File: src/rtl/ocp_seq_pkg.sv
package ocp_seq_pkg;

   typedef enum logic [1:0] {
      SEQ_OFF   = 2'd0,
      SEQ_RUN   = 2'd1,
      SEQ_HOLD  = 2'd2,
      SEQ_LATCH = 2'd3
   } seq_mode_t;

   // Rounds a delay in ns up to whole clock cycles for a clock given in kHz.
   function automatic int unsigned ns_to_cycles(input int unsigned ns,
                                                input int unsigned clk_khz);
      longint unsigned prod;
      prod = longint'(ns) * longint'(clk_khz);
      return int'((prod + 64'd999_999) / 64'd1_000_000);
   endfunction

endpackage

File: src/rtl/ocp_in_stage.sv
module ocp_in_stage #(
   parameter int STAGES = 0,
   parameter int W      = 1
) (
   input  logic         clk,
   input  logic         rst_n,
   input  logic [W-1:0] d_i,
   output logic [W-1:0] q_o
);

   generate
      if (STAGES == 0) begin : g_direct
         assign q_o = d_i;
      end else begin : g_flops
         logic [W-1:0] pipe [STAGES];
         always_ff @(posedge clk or negedge rst_n) begin
            if (!rst_n) begin
               for (int i = 0; i < STAGES; i++) pipe[i] <= '0;
            end else begin
               pipe[0] <= d_i;
               for (int i = 1; i < STAGES; i++) pipe[i] <= pipe[i-1];
            end
         end
         assign q_o = pipe[STAGES-1];
      end
   endgenerate

endmodule

File: src/rtl/ocp_ls_timer.sv
module ocp_ls_timer #(
   parameter int BLANK_CYC  = 25,
   parameter int MIN_LS_CYC = 38,
   parameter int CNT_W      = 6
) (
   input  logic clk,
   input  logic rst_n,
   input  logic run_i,
   input  logic pwm_i,
   output logic lo_phase_o,
   output logic window_o,
   output logic lo_end_o
);

   localparam logic [CNT_W-1:0] BLANK_V = CNT_W'(BLANK_CYC);
   localparam logic [CNT_W-1:0] LAST_V  = CNT_W'(MIN_LS_CYC - 1);

   logic             lo_q;
   logic [CNT_W-1:0] cnt_q;
   logic             min_met;

   assign min_met    = (cnt_q >= LAST_V);
   assign lo_phase_o = lo_q;
   assign window_o   = lo_q && (cnt_q >= BLANK_V);
   assign lo_end_o   = lo_q && pwm_i && min_met;

   always_ff @(posedge clk or negedge rst_n) begin
      if (!rst_n) begin
         lo_q  <= 1'b1;
         cnt_q <= '0;
      end else if (!run_i) begin
         lo_q  <= 1'b1;
         cnt_q <= '0;
      end else if (lo_q) begin
         if (lo_end_o) begin
            lo_q  <= 1'b0;
            cnt_q <= '0;
         end else if (!min_met) begin
            cnt_q <= cnt_q + 1'b1;
         end
      end else if (!pwm_i) begin
         lo_q  <= 1'b1;
         cnt_q <= '0;
      end
   end

endmodule

File: src/rtl/ocp_strike_fsm.sv
module ocp_strike_fsm
   import ocp_seq_pkg::*;
#(
   parameter int STRIKE_LIMIT = 3,
   parameter int STRIKE_W     = 2
) (
   input  logic                clk,
   input  logic                rst_n,
   input  logic                en_i,
   input  logic                oc_i,
   input  logic                half_ok_i,
   input  logic                window_i,
   input  logic                lo_end_i,
   output seq_mode_t           mode_o,
   output logic [STRIKE_W-1:0] strike_o
);

   localparam logic [STRIKE_W-1:0] LIMIT_V = STRIKE_W'(STRIKE_LIMIT);

   seq_mode_t           mode_q;
   logic [STRIKE_W-1:0] strike_q;
   logic [STRIKE_W-1:0] strike_nxt;
   logic                armed_q;
   logic                trip;

   assign trip       = (mode_q == SEQ_RUN) && armed_q && window_i && oc_i;
   assign strike_nxt = strike_q + 1'b1;
   assign mode_o     = mode_q;
   assign strike_o   = strike_q;

   always_ff @(posedge clk or negedge rst_n) begin
      if (!rst_n) begin
         mode_q   <= SEQ_OFF;
         strike_q <= '0;
         armed_q  <= 1'b0;
      end else if (!en_i) begin
         mode_q   <= SEQ_OFF;
         strike_q <= '0;
         armed_q  <= 1'b0;
      end else begin
         unique case (mode_q)
            SEQ_OFF: begin
               mode_q   <= SEQ_RUN;
               strike_q <= '0;
               armed_q  <= 1'b1;
            end
            SEQ_RUN: begin
               if (trip) begin
                  strike_q <= strike_nxt;
                  mode_q   <= (strike_nxt == LIMIT_V) ? SEQ_LATCH : SEQ_HOLD;
               end else if (lo_end_i) begin
                  if (armed_q) strike_q <= '0;
                  armed_q <= 1'b1;
               end
            end
            SEQ_HOLD: begin
               if (half_ok_i) begin
                  mode_q  <= SEQ_RUN;
                  armed_q <= 1'b0;
               end
            end
            SEQ_LATCH: begin
               mode_q <= SEQ_LATCH;
            end
            default: mode_q <= SEQ_OFF;
         endcase
      end
   end

endmodule

File: src/rtl/ocp_strike_seq.sv
module ocp_strike_seq
   import ocp_seq_pkg::*;
#(
   parameter int CLK_KHZ      = 125_000,
   parameter int BLANK_NS     = 200,
   parameter int MIN_LS_NS    = 300,
   parameter int STRIKE_LIMIT = 3,
   parameter int IN_STAGES    = 0,
   localparam int BLANK_CYC   = int'(ns_to_cycles(BLANK_NS, CLK_KHZ)),
   localparam int MIN_LS_CYC  = int'(ns_to_cycles(MIN_LS_NS, CLK_KHZ)),
   localparam int CNT_W       = $clog2(MIN_LS_CYC + 1),
   localparam int STRIKE_W    = $clog2(STRIKE_LIMIT + 1)
) (
   input  logic                clk,
   input  logic                rst_n,
   input  logic                enable_i,
   input  logic                pwm_i,
   input  logic                oc_trip_i,
   input  logic                half_ok_i,
   output logic                hs_en_o,
   output logic                ls_en_o,
   output logic                fault_latched_o,
   output logic [STRIKE_W-1:0] strike_cnt_o
);

   generate
      if (MIN_LS_CYC <= BLANK_CYC) begin : g_bad_window
         $error("minimum low-side width must exceed the blanking delay");
      end
      if (STRIKE_LIMIT < 1) begin : g_bad_limit
         $error("strike limit must be at least one");
      end
      if (IN_STAGES < 0) begin : g_bad_stages
         $error("input stage count must not be negative");
      end
   endgenerate

   logic [2:0] raw_in;
   logic [2:0] stg_in;
   logic       pwm_s, oc_s, half_s;
   logic       lo_phase, window, lo_end;
   seq_mode_t  mode;
   logic       run;

   assign raw_in = {pwm_i, oc_trip_i, half_ok_i};
   assign {pwm_s, oc_s, half_s} = stg_in;
   assign run = (mode == SEQ_RUN);

   ocp_in_stage #(
      .STAGES (IN_STAGES),
      .W      (3)
   ) u_in_stage (
      .clk   (clk),
      .rst_n (rst_n),
      .d_i   (raw_in),
      .q_o   (stg_in)
   );

   ocp_ls_timer #(
      .BLANK_CYC  (BLANK_CYC),
      .MIN_LS_CYC (MIN_LS_CYC),
      .CNT_W      (CNT_W)
   ) u_ls_timer (
      .clk        (clk),
      .rst_n      (rst_n),
      .run_i      (run),
      .pwm_i      (pwm_s),
      .lo_phase_o (lo_phase),
      .window_o   (window),
      .lo_end_o   (lo_end)
   );

   ocp_strike_fsm #(
      .STRIKE_LIMIT (STRIKE_LIMIT),
      .STRIKE_W     (STRIKE_W)
   ) u_strike_fsm (
      .clk       (clk),
      .rst_n     (rst_n),
      .en_i      (enable_i),
      .oc_i      (oc_s),
      .half_ok_i (half_s),
      .window_i  (window),
      .lo_end_i  (lo_end),
      .mode_o    (mode),
      .strike_o  (strike_cnt_o)
   );

   assign hs_en_o         = run && !lo_phase;
   assign ls_en_o         = (run && lo_phase) || (mode == SEQ_HOLD);
   assign fault_latched_o = (mode == SEQ_LATCH);

endmodule

File: config.mk
export PLATFORM = sky130hd
export DESIGN_NAME = ocp_strike_seq
export DESIGN_NICKNAME = d
export VERILOG_FILES = /design/src/rtl/ocp_seq_pkg.sv /design/src/rtl/ocp_in_stage.sv /design/src/rtl/ocp_ls_timer.sv /design/src/rtl/ocp_strike_fsm.sv /design/src/rtl/ocp_strike_seq.sv
export SDC_FILE = /design/constraint.sdc
export NUM_CORES = 1
export LEC_CHECK = 0
export ABC_AREA = 1
export BUFFER_PORTS_ARGS = -buffer_cell sky130_fd_sc_hd__buf_2
export CAP_MARGIN = 20
export CORE_AREA = 10 10 50 52
export DETAILED_ROUTE_END_ITERATION = 12
export DIE_AREA = 0 0 60 62
export PLACE_DENSITY = 0.71
export SLEW_MARGIN = 10
export SYNTH_ARGS = -nofsm -noshare
export SYNTH_HDL_FRONTEND = slang
export SYNTH_SLANG_ARGS = --single-unit
export TNS_END_PERCENT = 50
File: constraint.sdc
create_clock -name clk -period 1.6 [get_ports clk]
set_input_delay 0.32 -clock clk [delete_from_list [all_inputs] [get_ports clk]]
set_output_delay 0.32 -clock clk [all_outputs]
set_load 0.1 [all_outputs]
**Word-level counts from Yosys, hierarchy flattened**

Index checks and enable logic that the tools add are counted.

- Flip-flop bits (word level): 12
- Input bits: 6

- Multiplexer cells: 24
- $add $sub $neg: 2
- Reduce and logical (&&, ||, !) cells: 15
- Equality and inequality tests: 14
- $lt $le $gt $ge: 2

Operator list:

| cell | number |
|---|---|
| 2-to-1 mux 6 bit | 5 |
| 2-to-1 mux 2 bit | 7 |
| 2-to-1 mux 1 bit | 9 |
| inequality test 3 bit, second input constant | 3 |
| logical AND 1 bit | 8 |
| case mux 2 bit (4 select lines) | 1 |
| adder 6 x 1 -> 6 bit, second input constant | 1 |
| equality test 2 bit, second input constant | 3 |
| greater-or-equal comparator 6 x 5 -> 1 bit, second input constant | 1 |
| greater-or-equal comparator 6 bit, second input constant | 1 |
| inequality test 3 x 2 -> 1 bit, second input constant | 2 |
| inequality test 4 x 1 -> 1 bit, second input constant | 1 |
| inequality test 4 x 2 -> 1 bit, second input constant | 1 |
| inequality test 4 x 3 -> 1 bit, second input constant | 1 |
| inequality test 4 bit, second input constant | 1 |
| case mux 2 bit (2 select lines) | 1 |
| AND reduction 2 bit | 2 |
| AND reduction 4 bit | 1 |
| inequality test 3 x 1 -> 1 bit, second input constant | 1 |
| case mux 1 bit (3 select lines) | 1 |
| AND reduction 3 bit | 1 |
| adder 2 x 1 -> 2 bit, second input constant | 1 |
| equality test 2 x 1 -> 1 bit, second input constant | 1 |
| logical NOT 2 bit | 1 |
| other kinds (2) | 2 |

**Logic depth before layout (Yosys ltp)**

Gate-level depths: netlist (run 1).

- Depth in word-level cells: 7
- Mapped depth: 11
- Mapped depth without buffers: 11

**Hierarchy**

From an unflattened synthesis (run 1), not the netlist that was laid out.

- Cell total of the unflattened synthesis: 112
- Area total of the unflattened synthesis: 842.1 um^2

Modules (own cells, without submodules):

| module | times used | area an instance (um^2) | cells an instance |
|---|---|---|---|
| ocp_ls_timer | 1 | 467.9 | 57 |
| ocp_strike_fsm | 1 | 305.3 | 43 |
| ocp_strike_seq | 1 | 46.3 | 9 |
| ocp_in_stage | 1 | 22.5 | 3 |

**Least setup slack after synthesis (run 1)**

Ideal clock, no wire load.

- Path type: flip-flop to output port
- From: reg u_strike_fsm.mode_q[1], in the netlist u_strike_fsm.mode_o[1]
- To: out ls_en_o
- Path slack: -1.353 ns
- Buffers on the path: 0
- Cell stages (with the launch flop): 3
- Required time: 1.280 ns
- Arrival: 2.633 ns
- Cell sequence: dfrtp_1 inv_1 o21ai_0

- Cells in the longest elaborated chain, start to end: 3
- Elaborated cells on any way between the ends: 4
- Those cells by class: 2 x eq/ne; 2 x reduce/logical

Ends and longest elaborated chain:

| what | RTL line | text |
|---|---|---|
| start, declared | ocp_strike_fsm.sv:20 | `seq_mode_t mode_q;` |
| start signal, assigned | ocp_strike_fsm.sv:50 | `mode_q <= (strike_nxt == LIMIT_V) ? SEQ_LATCH : SEQ_HOLD;` |
| equality test 2 x 1 -> 1 bit | ocp_strike_seq.sv:47 | `assign run = (mode == SEQ_RUN);` |
| logical AND 1 bit | ocp_strike_seq.sv:89 | `assign ls_en_o = (run && lo_phase) \|\| (mode == SEQ_HOLD);` |
| logical OR 1 bit * | ocp_strike_seq.sv:89 |  |
| end, declared | ocp_strike_seq.sv:21 | `output logic ls_en_o,` |

Mark *: on every way between the ends. The rest lies on a longest branch, timed or not.

**Worst setup path after layout (run 1)**

- From: reg u_strike_fsm.mode_q[1], in the netlist u_strike_fsm.mode_o[1]
- To: out hs_en_o

- Cells in the longest elaborated chain, start to end: 2

Ends and longest elaborated chain:

| what | RTL line | text |
|---|---|---|
| equality test 2 x 1 -> 1 bit | ocp_strike_seq.sv:47 |  |
| logical AND 1 bit | ocp_strike_seq.sv:88 | `assign hs_en_o = run && !lo_phase;` |
| end, declared | ocp_strike_seq.sv:20 | `output logic hs_en_o,` |

Every way passes these cells.

==> results of run 1 <==
[cell families after synthesis]
family | Yosys count
simple gates | 71
compound gates | 10
flops | 12
xor+xnor | 1
fa+ha+maj | 4
buf+inv | 21
[cells in the final DEF (no fill, tap or decap), types with 2 or more instances in the layout]
master / count
buf_12: 3
buf_2: 7
buf_4: 7
clkbuf_4: 3
dfrtp_1: 8
dfrtp_2: 3
ha_1: 4
inv_1: 16
inv_2: 3
nand2_1: 36
nand2_2: 2
nand3_1: 9
nand3_2: 3
nand4_1: 7
nor2_1: 7
nor2_4: 2
nor3_1: 2
o21ai_0: 4
o21ai_1: 3
[sequential cells by signal, indices dropped and copies added, names as in the netlist]
signal                 flops
u_ls_timer.lo_phase_o      1
u_strike_fsm.mode_o        2
u_strike_fsm.strike_o      2
u_ls_timer.cnt_q           6
u_strike_fsm.armed_q       1
[per-layer routing]
| metal | part of all wire | vias up | GRT usage |
|---|---|---|---|
| li1 | - | 419 | - |
| met1 | 0.46 | 349 | 0.1249 |
| met2 | 0.50 | 10 | 0.1912 |
| met3 | 0.027 | 2 | 0.03455 |
| met4 | 0.0066 | 0 | 0.04808 |
| met5 | 0 | - | 0 |
[critical path: cells and delay by family, from the launching register on]
family	cells	cell delay [ps]
DFF	1	450
buffers and inverters	2	260
and+or+nand+nor	2	300
[repair_timing]
action / in CTS / in global routing
pin swaps: 1 / 1
hold endpoints to repair: 11 / 0
gates resized for setup: 3 / 4
buffers inserted: 2 / 4
hold buffers: 1 / 0
setup endpoints to repair: 2 / 8
[worst paths after layout]
kind / endpoint / slack [ps]
setup / recovery: hs_en_o / 1
hold / removal: u_ls_timer.lo_phase_o$_DFF_PN1_ / 280
setup reg to reg: u_strike_fsm.mode_o[1]$_DFFE_PN0P_ / 130
hold reg to reg: u_strike_fsm.strike_o[0]$_DFFE_PN0P_ / 510
max in group asynchronous: u_ls_timer.lo_phase_o$_DFF_PN1_ / 850
min in group asynchronous: u_strike_fsm.armed_q$_DFFE_PN0P_ / 460
[power breakdown]
group / total [mW] / switching (mW) / internal, mW
logic: 0.228 / 0.134 / 0.0932
clock network: 0.194 / 0.0979 / 0.0964
registers: 0.351 / 0.0260 / 0.325
[cell type report]
type                       count  area (µm²)
sequential                    12       305.3
clock buffer                   4       26.28
inverter                      19       71.32
fill                         136       566.8
multi-input combinational     86       465.4
tap                           17       21.27
timing repair buffer          18       157.7
==> impl_metrics.py, run 1 <==
metrics = {
    "outcome": {
        "status": "finished, final reports clean",
    },
    "power_and_ir_drop": {
        "leakage_nw": 0.5679,
        "max-vdd-ir-drop_uv": 598.0,
        "power_density_nw_per_um2": 737.8,
        "p_total_uw": 772.6,
    },
    "detailed_routing": {
        "wire_per_inst_um": 12.54,
        "viasPerCell": 5.000,
        "vias": 780,
        "drtIter0Drc": 7,
        "finalWirelength_um": 1957,
        "ant_nets": 0,
        "drc_errors": 0,
        "first_pass_iters": 4,
    },
    "worst_setup_path": {
        "startpoint": "u_strike_fsm.mode_o[1]$_DFFE_PN0P_",
        "crit_required_ps": 1280,
        "critPathCaptureType": "primary output",
        "worstRegToRegCells": 8,
        "arrival_ps": 1280,
        "critPathMaxFanout": 5,
        "reg2reg_from": "u_ls_timer.cnt_q[0]$_DFFE_PN0P_",
        "cpPeakStageDelay_ps": 450,
        "cp_cell_sequence": "nor2_4 > inv_2 > nor2_4 > buf_12",
        "cpMostUsedCell": "nor2_4",
        "critical_path_class": "flip-flop to primary output",
        "worst_setup_path_start_kind": "flip-flop",
        "slowest_stage": "dfrtp_2",
    },
    "placement": {
        "dp_hpwl_um": 1418,
        "dp_slack_ps": 79.84,
        "postPlaceCellArea_um2": 949.7,
        "portBuffers": 10,
        "place_inst": 145,
        "place.gp.congestion": 0.8293,
    },
    "floorplan": {
        "start_util": 0.5140,
        "fp.dieW_um": 60,
        "rows": 15,
        "die_y_um": 62,
        "io_pins": 11,
        "dieArea_um2": 3720,
        "core-area_um2": 1614,
    },
    "global_routing": {
        "grt_max_degree": 13,
        "grt_pass1_wl_um": 3208,
        "grt_antenna_before_repair": 0,
        "track_usage": 0.1118,
        "grt_pass1_vias": 755,
        "gr-total-overflow": 0,
    },
    "synth": {
        "synth_simple_gate_area_frac": 0.4012,
        "synth_fa_ha_area_frac": 0.06033,
        "synth.cells.most_frequent": "nand2_1 (37), inv_1 (17), nand3_1 (12)",
        "syn_area_um2": 829.5,
        "yosysMostFrequentCell": "nand2_1",
        "synth_largest_area_cell": "dfrtp_1",
        "async_flop_share": 1.000,
        "ys_warn_count": 0,
        "synth_compound_area_frac": 0.06335,
        "synthXorXnorAreaFrac": 0.01056,
        "ys_top_cells_by_area": "dfrtp_1 (33%), nand2_1 (17%), inv_1 (7.7%)",
        "ys.flop_type": "dfrtp_1",
        "synth_top_family_by_area": "simple AND/OR/NAND/NOR gates",
        "syn_inst": 119,
        "yosysSeqAreaShare": 0.3635,
        "ys_seq_elements": 12,
        "ys_types": 22,
        "synthMuxAreaShare": 0,
        "yosysTopAreaCellShare": 0.3318,
        "synth_edf_count": 0,
        "syn_nets": 129,
        "postSynthAreaPerCell_um2": 6.971,
    },
    "timing": {
        "fin_crit_sh": 0.9992,
        "slew_headroom": 0.6779,
        "drv_slew": 0,
        "fin_tns_setup_ps": 0,
        "setup_violations": 0,
        "hold_viol": 0,
        "max_freq_ghz": 0.6255,
        "tightest_slew_ps": 486.5,
        "skew_ps": 2.855,
        "fin_crit_ps": 1599,
        "worst_hold_slack_ps": 277.3,
        "grt_setup_unrepaired": "true",
        "fin_ws_ps": 1.250,
    },
    "clock_network": {
        "cts_sinks": 12,
        "clk_path_buf_depth": 2,
        "clock_latency_ps": 270,
        "cts_made_buffers": 3,
        "htreeDepth": 1,
        "root_buffer": "clkbuf_4",
        "clk_pin_slew_ps": 70,
        "cts_tree": "built",
    },
    "cells_and_area": {
        "layout.cells.non_filler": 156,
        "fin_util": 0.6488,
        "synthToLayoutAreaGrowth_pct": 26.24,
        "drive_gt1_frac": 0.2590,
        "final_nets": 150,
        "final_cell_area_um2": 1047,
        "antenna_cells": 0,
    },
    "run": {
        "cap_violations": 0,
    },
    "worst_hold_path": {
        "hold_path_depth": 2,
        "min_from": "pwm_i",
        "hold_path_class": "input pin to flip-flop",
    },
}
Note: power is estimated with default switching activity, not from simulation.
==> run 2: changes to the inputs <==
--- a/config.mk
+++ b/config.mk
@@ -8,10 +8,11 @@
 export ABC_AREA = 1
 export BUFFER_PORTS_ARGS = -buffer_cell sky130_fd_sc_hd__buf_2
 export CAP_MARGIN = 20
-export CORE_AREA = 10 10 50 52
+export CORE_AREA = 10 10 52 50
 export DETAILED_ROUTE_END_ITERATION = 12
-export DIE_AREA = 0 0 60 62
-export PLACE_DENSITY = 0.71
+export DIE_AREA = 0 0 62 60
+export GPL_TIMING_DRIVEN = 0
+export PLACE_DENSITY = 0.72
 export SLEW_MARGIN = 10
 export SYNTH_ARGS = -nofsm -noshare
 export SYNTH_HDL_FRONTEND = slang
==> run 2 against run 1 <==
  * Clock skew increased by 1.5 ps
  * Clock power is 24% higher
  * Via count up 1.0%
  * Final area down 0.12%
  * Register-to-register slack improved by 30 ps
  * Routed wire length down 11%
  * Sequential power about the same
  * Worst setup slack improved by 48 ps
  * Global-route usage down 0.69 points
  * Largest power group unchanged
  * Die area unchanged
  * Fmax increased by 3.1%
==> impl_metrics.py, run 2 (same netlist as run 1, synthesis figures left out) <==
metrics = {
    "outcome": {
        "status": "finished, final reports clean",
    },
    "floorplan": {
        "fp.dieW_um": 62,
        "core-area_um2": 1594,
        "io_pins": 11,
        "dieArea_um2": 3720,
        "start_util": 0.5204,
        "rows": 14,
        "die_y_um": 60,
    },
    "power_and_ir_drop": {
        "max-vdd-ir-drop_uv": 480.5,
        "power_density_nw_per_um2": 766.1,
        "leakage_nw": 0.5593,
    },
    "cells_and_area": {
        "largest_reg_flops": 6,
        "synthToLayoutAreaGrowth_pct": 26.09,
        "final_nets": 148,
        "antenna_cells": 0,
        "filler_cell_count": 139,
        "final_cell_mix": "nand2_1 (33), inv_1 (15), buf_2 (9)",
        "layout.cells.non_filler": 161,
        "drive_gt1_frac": 0.2920,
        "fin_util": 0.6562,
        "regMostFlops": "u_ls_timer.cnt_q",
        "final_common_cell": "nand2_1",
    },
    "global_routing": {
        "grt_antenna_before_repair": 0,
        "grt_pass1_wl_um": 2960,
        "grt_max_degree": 13,
        "track_usage": 0.1049,
        "gr-total-overflow": 0,
        "grt_pass1_vias": 688,
    },
    "detailed_routing": {
        "vias": 788,
        "finalWirelength_um": 1743,
        "ant_nets": 0,
        "drc_errors": 0,
        "first_pass_iters": 4,
        "drtIter0Drc": 21,
        "wire_per_inst_um": 10.83,
        "viasPerCell": 4.894,
    },
    "timing": {
        "fin_crit_ps": 1551,
        "setup_violations": 0,
        "drv_slew": 0,
        "max_freq_ghz": 0.6447,
        "skew_ps": 4.349,
        "tightest_slew_ps": 487.0,
        "hold_viol": 0,
        "fin_crit_sh": 0.9695,
        "slew_headroom": 0.6776,
    },
    "worst_setup_path": {
        "worst_setup_path_start_kind": "flip-flop",
        "worst-r2r-setup-slack_ps": 160,
        "critPathCaptureType": "primary output",
        "crit_required_ps": 1280,
        "arrival_ps": 1230,
        "critPathMaxFanout": 6,
        "critical_path_class": "flip-flop to primary output",
    },
    "run": {
        "cap_violations": 0,
    },
    "placement": {
        "dp_hpwl_um": 1332,
        "place.gp.congestion": 0.8648,
        "portBuffers": 10,
        "place_inst": 153,
    },
    "clock_network": {
        "cts_tree": "built",
        "cts_sinks": 12,
        "htreeDepth": 1,
        "clock_latency_ps": 270,
        "clk_pin_slew_ps": 80,
        "root_buffer": "clkbuf_4",
        "clk_path_buf_depth": 2,
        "cts_made_buffers": 3,
    },
    "worst_hold_path": {
        "hold_path_class": "input pin to flip-flop",
    },
}
==> run 2: cell count changes in the layout (fill, tap and decap cells not counted), sizes merged <==
cell	delta
buf	-2
==> run 2: worst max-delay path: stages (launching register included) <==
cell and delay (ps):
dfrtp_2 440, nand2_1 70, inv_1 50, buf_2 410
==> run 2: final cells by class <==
cell class / count / area, µm² / area share
buffer: 1 / 5.005 / 0.004785
clock buffer: 4 / 36.28 / 0.03469
inverter: 19 / 71.32 / 0.06818
multi-input combinational: 86 / 478.0 / 0.4569
sequential: 12 / 305.3 / 0.2919
tap: 24 / 30.03 / 0.02871
timing repair buffer: 15 / 120.1 / 0.1148
==> run 2: report_power, final <==
part	switching [mW]	internal [mW]	total [mW]
registers	0.0251	0.325	0.350
clock network	0.101	0.138	0.240
logic	0.131	0.0811	0.212
==> run 2: timing repair <==
action	CTS	global route
hold endpoints to repair	11	0
pin swaps	1	1
setup endpoints to repair	3	10
hold buffers	1	0
resized for setup	11	9
buffers inserted	3	1
cloned	0	0
==> run 2: per-stage QoR <==
stage / hold WS, ps / power [mW] / setup WS [ps] / cell area [µm²] / setup TNS (ps)
2_1_floorplan: 24.41 / 0.4857 / -83.07 / 838.3 / -508.7
6_report: 248.8 / 0.8013 / 48.82 / 1046 / 0
4_1_cts: 243.8 / 0.8042 / 12.87 / 1017 / 0
3_5_place_dp: 214.2 / 0.5288 / -21.18 / 918.4 / -22.40
5_1_grt: 268.5 / 0.8576 / -6.079 / 1046 / -6.079
3_3_place_gp: 210.8 / 0.5263 / -17.39 / 918.4 / -17.39
==> run 2: per-layer routing <==
layer  routed length [µm]  up-vias  GRT usage
li1                     -      417          -
met1                  790      352     0.1352
met2                  828       17     0.1564
met3                  116        2    0.04237
met4                    8        0    0.02866
met5                    0        -          0
==> run 2: final timing paths <==
kind | end | start | depth (start not counted)
hold reg to reg | u_strike_fsm.strike_o[1]$_DFFE_PN0P_ | u_strike_fsm.strike_o[1]$_DFFE_PN0P_ | 2
setup / recovery | fault_latched_o | u_strike_fsm.mode_o[1]$_DFFE_PN0P_ | 3
setup reg to reg | u_strike_fsm.strike_o[0]$_DFFE_PN0P_ | u_ls_timer.cnt_q[0]$_DFFE_PN0P_ | 10
min in group asynchronous | u_ls_timer.cnt_q[4]$_DFFE_PN0P_ | rst_n | 2
max in group asynchronous | u_ls_timer.lo_phase_o$_DFF_PN1_ | rst_n | 2
hold / removal | u_ls_timer.lo_phase_o$_DFF_PN1_ | pwm_i | 2
==> run 3: changes to the inputs <==
==> constraint.sdc (replaced) <==
create_clock -name clk -period 1.6 [get_ports clk]
set_input_delay 0.16 -clock clk [delete_from_list [all_inputs] [get_ports clk]]
set_output_delay 0.16 -clock clk [all_outputs]
set_load 0.1 [all_outputs]
==> run 3 against run 2 <==
  * Largest power group unchanged
  * First-iteration DRC count rose by 38%
  * Critical endpoint is now ls_en_o
  * Combinational power decreased by 8%
  * Clock power up 3%
  * Clock skew grew 5.3 ps
  * Highest routed layer unchanged
  * Die area unchanged
==> impl_metrics.py, run 3 (same netlist as run 1, synthesis figures left out) <==
metrics = {
    "cells_and_area": {
        "multi_input_area_um2": 460.4,
        "final_nets": 145,
        "drive_gt1_frac": 0.2239,
        "seq_area_um2": 305.3,
        "synthToLayoutAreaGrowth_pct": 20.66,
        "final_cell_mix": "nand2_1 (36), inv_1 (17), nand3_1 (10)",
        "regMostFlops": "u_ls_timer.cnt_q",
        "largest_reg_flops": 6,
        "filler_cell_count": 157,
        "final_common_cell": "nand2_1",
        "antenna_cells": 0,
    },
    "placement": {
        "place.gp.congestion": 0.7944,
        "dp_slack_ps": 64.65,
        "dp_hpwl_um": 1418,
        "portBuffers": 10,
    },
    "timing": {
        "fin_ws_ps": 74.40,
        "hold_viol": 0,
        "fin_crit_sh": 0.9535,
        "drv_slew": 0,
        "skew_ps": 9.637,
        "fin_crit_ps": 1526,
        "max_freq_ghz": 0.6555,
        "worst_hold_slack_ps": 68.43,
        "fin_tns_setup_ps": 0,
        "grt_setup_unrepaired": "true",
        "setup_violations": 0,
        "tightest_slew_ps": 486.2,
        "slew_headroom": 0.6781,
    },
    "power_and_ir_drop": {
        "internal_power_uw": 533.6,
        "power.switching_uw": 261.8,
        "switching_share": 0.3291,
        "power.share.sequential": 0.442,
        "leakage_nw": 0.5460,
        "max-vdd-ir-drop_uv": 559.6,
        "power_density_nw_per_um2": 794.7,
        "power.share.clock": 0.311,
        "combPwrFrac": 0.247,
    },
    "detailed_routing": {
        "wire_per_inst_um": 11.35,
        "vias": 787,
        "drtIter0Drc": 29,
        "first_pass_iters": 4,
        "drc_errors": 0,
        "finalWirelength_um": 1793,
        "ant_nets": 0,
        "viasPerCell": 4.981,
    },
    "clock_network": {
        "clk_path_buf_depth": 2,
        "root_buffer": "clkbuf_4",
        "cts_sinks": 12,
        "cts_setup_buffers": 0,
        "clock_latency_ps": 280,
        "htreeDepth": 1,
        "cts_made_buffers": 3,
        "clk_pin_slew_ps": 80,
        "cts_tree": "built",
    },
    "floorplan": {
        "start_util": 0.5204,
        "core-area_um2": 1594,
        "die_y_um": 60,
        "dieArea_um2": 3720,
        "fp.dieW_um": 62,
        "io_pins": 11,
        "rows": 14,
    },
    "worst_setup_path": {
        "worst_setup_path_start_kind": "flip-flop",
        "worstRegToRegCells": 8,
        "critical_path_class": "flip-flop to primary output",
        "critPathCaptureType": "primary output",
        "crit_required_ps": 1440,
        "arrival_ps": 1370,
        "critPathMaxFanout": 8,
    },
    "global_routing": {
        "grt_max_degree": 13,
        "track_usage": 0.1100,
        "grt_antenna_before_repair": 0,
        "grt_pass1_vias": 715,
        "grt_pass1_wl_um": 3036,
        "gr-total-overflow": 0,
    },
    "run": {
        "cap_violations": 0,
    },
    "outcome": {
        "status": "finished, final reports clean",
    },
    "worst_hold_path": {
        "hold_path_class": "input pin to flip-flop",
        "hold_path_depth": 2,
    },
}
==> run 3: layout make-up <==
| type | count | share of cell area |
|---|---|---|
| well taps | 24 | 0.03000 |
| clock buffers | 4 | 0.03625 |
| plain buffers | 2 | 0.01625 |
| flip-flops and latches | 12 | 0.3050 |
| repair buffers | 11 | 0.08125 |
| inverters | 19 | 0.07125 |
| multi-input cells | 86 | 0.4600 |
==> run 3: metal layers <==
metal,vias up,share of wire,track usage
met3,5,0.071,0.04449
met1,353,0.46,0.1387
met2,17,0.45,0.1550
met5,-,0,0
li1,412,-,-
met4,0,0.022,0.05732
==> run 3: stage by stage <==
step | power (mW) | cell area, µm² | cells | util
2_1_floorplan | 0.4857 | 833.3 | 119 | -
3_3_place_gp | 0.5265 | 913.4 | 153 | 0.5730
3_5_place_dp | 0.5325 | 913.4 | 153 | 0.5730
4_1_cts | 0.8042 | 985.9 | 158 | 0.6185
5_1_grt | 0.8493 | 1001 | 158 | 0.6279
6_report | 0.7954 | 1001 | 158 | 0.6279
==> run 3: timing repair <==
action	4_1_cts	5_1_grt
hold buffers	1	0
gates resized for setup	7	7
endpoints found under the hold margin	12	0
endpoints found under the setup margin	2	11
pin swaps	0	0
==> run 3: worst paths after layout <==
path                                                            from                              endpoint  slack [ps]
max in group asynchronous                                      rst_n       u_ls_timer.lo_phase_o$_DFF_PN1_        1050
worst max-delay path                 u_ls_timer.lo_phase_o$_DFF_PN1_                               ls_en_o          70
worst max register to register       u_ls_timer.lo_phase_o$_DFF_PN1_  u_strike_fsm.strike_o[1]$_DFFE_PN0P_         130
worst min register to register  u_strike_fsm.strike_o[0]$_DFFE_PN0P_  u_strike_fsm.strike_o[0]$_DFFE_PN0P_         500
worst min-delay path                                           pwm_i       u_ls_timer.lo_phase_o$_DFF_PN1_          70
min in group asynchronous                                      rst_n       u_ls_timer.cnt_q[5]$_DFFE_PN0P_         270
==> run 3: power groups by stage <==
stage / logic [mW] / clock network (mW) / registers, mW
detailed placement: 0.178 / 0 / 0.355
global route: 0.222 / 0.271 / 0.356
global placement: 0.173 / 0 / 0.353
finish: 0.196 / 0.247 / 0.352
CTS: 0.196 / 0.259 / 0.349
floorplan: 0.136 / 0 / 0.349
==> run 3: critical path: stages (launching register included) <==
cell	delay (ps)
dfstp_2	530
buf_6	130
nand3_2	120
o21ai_2	100
buf_12	190
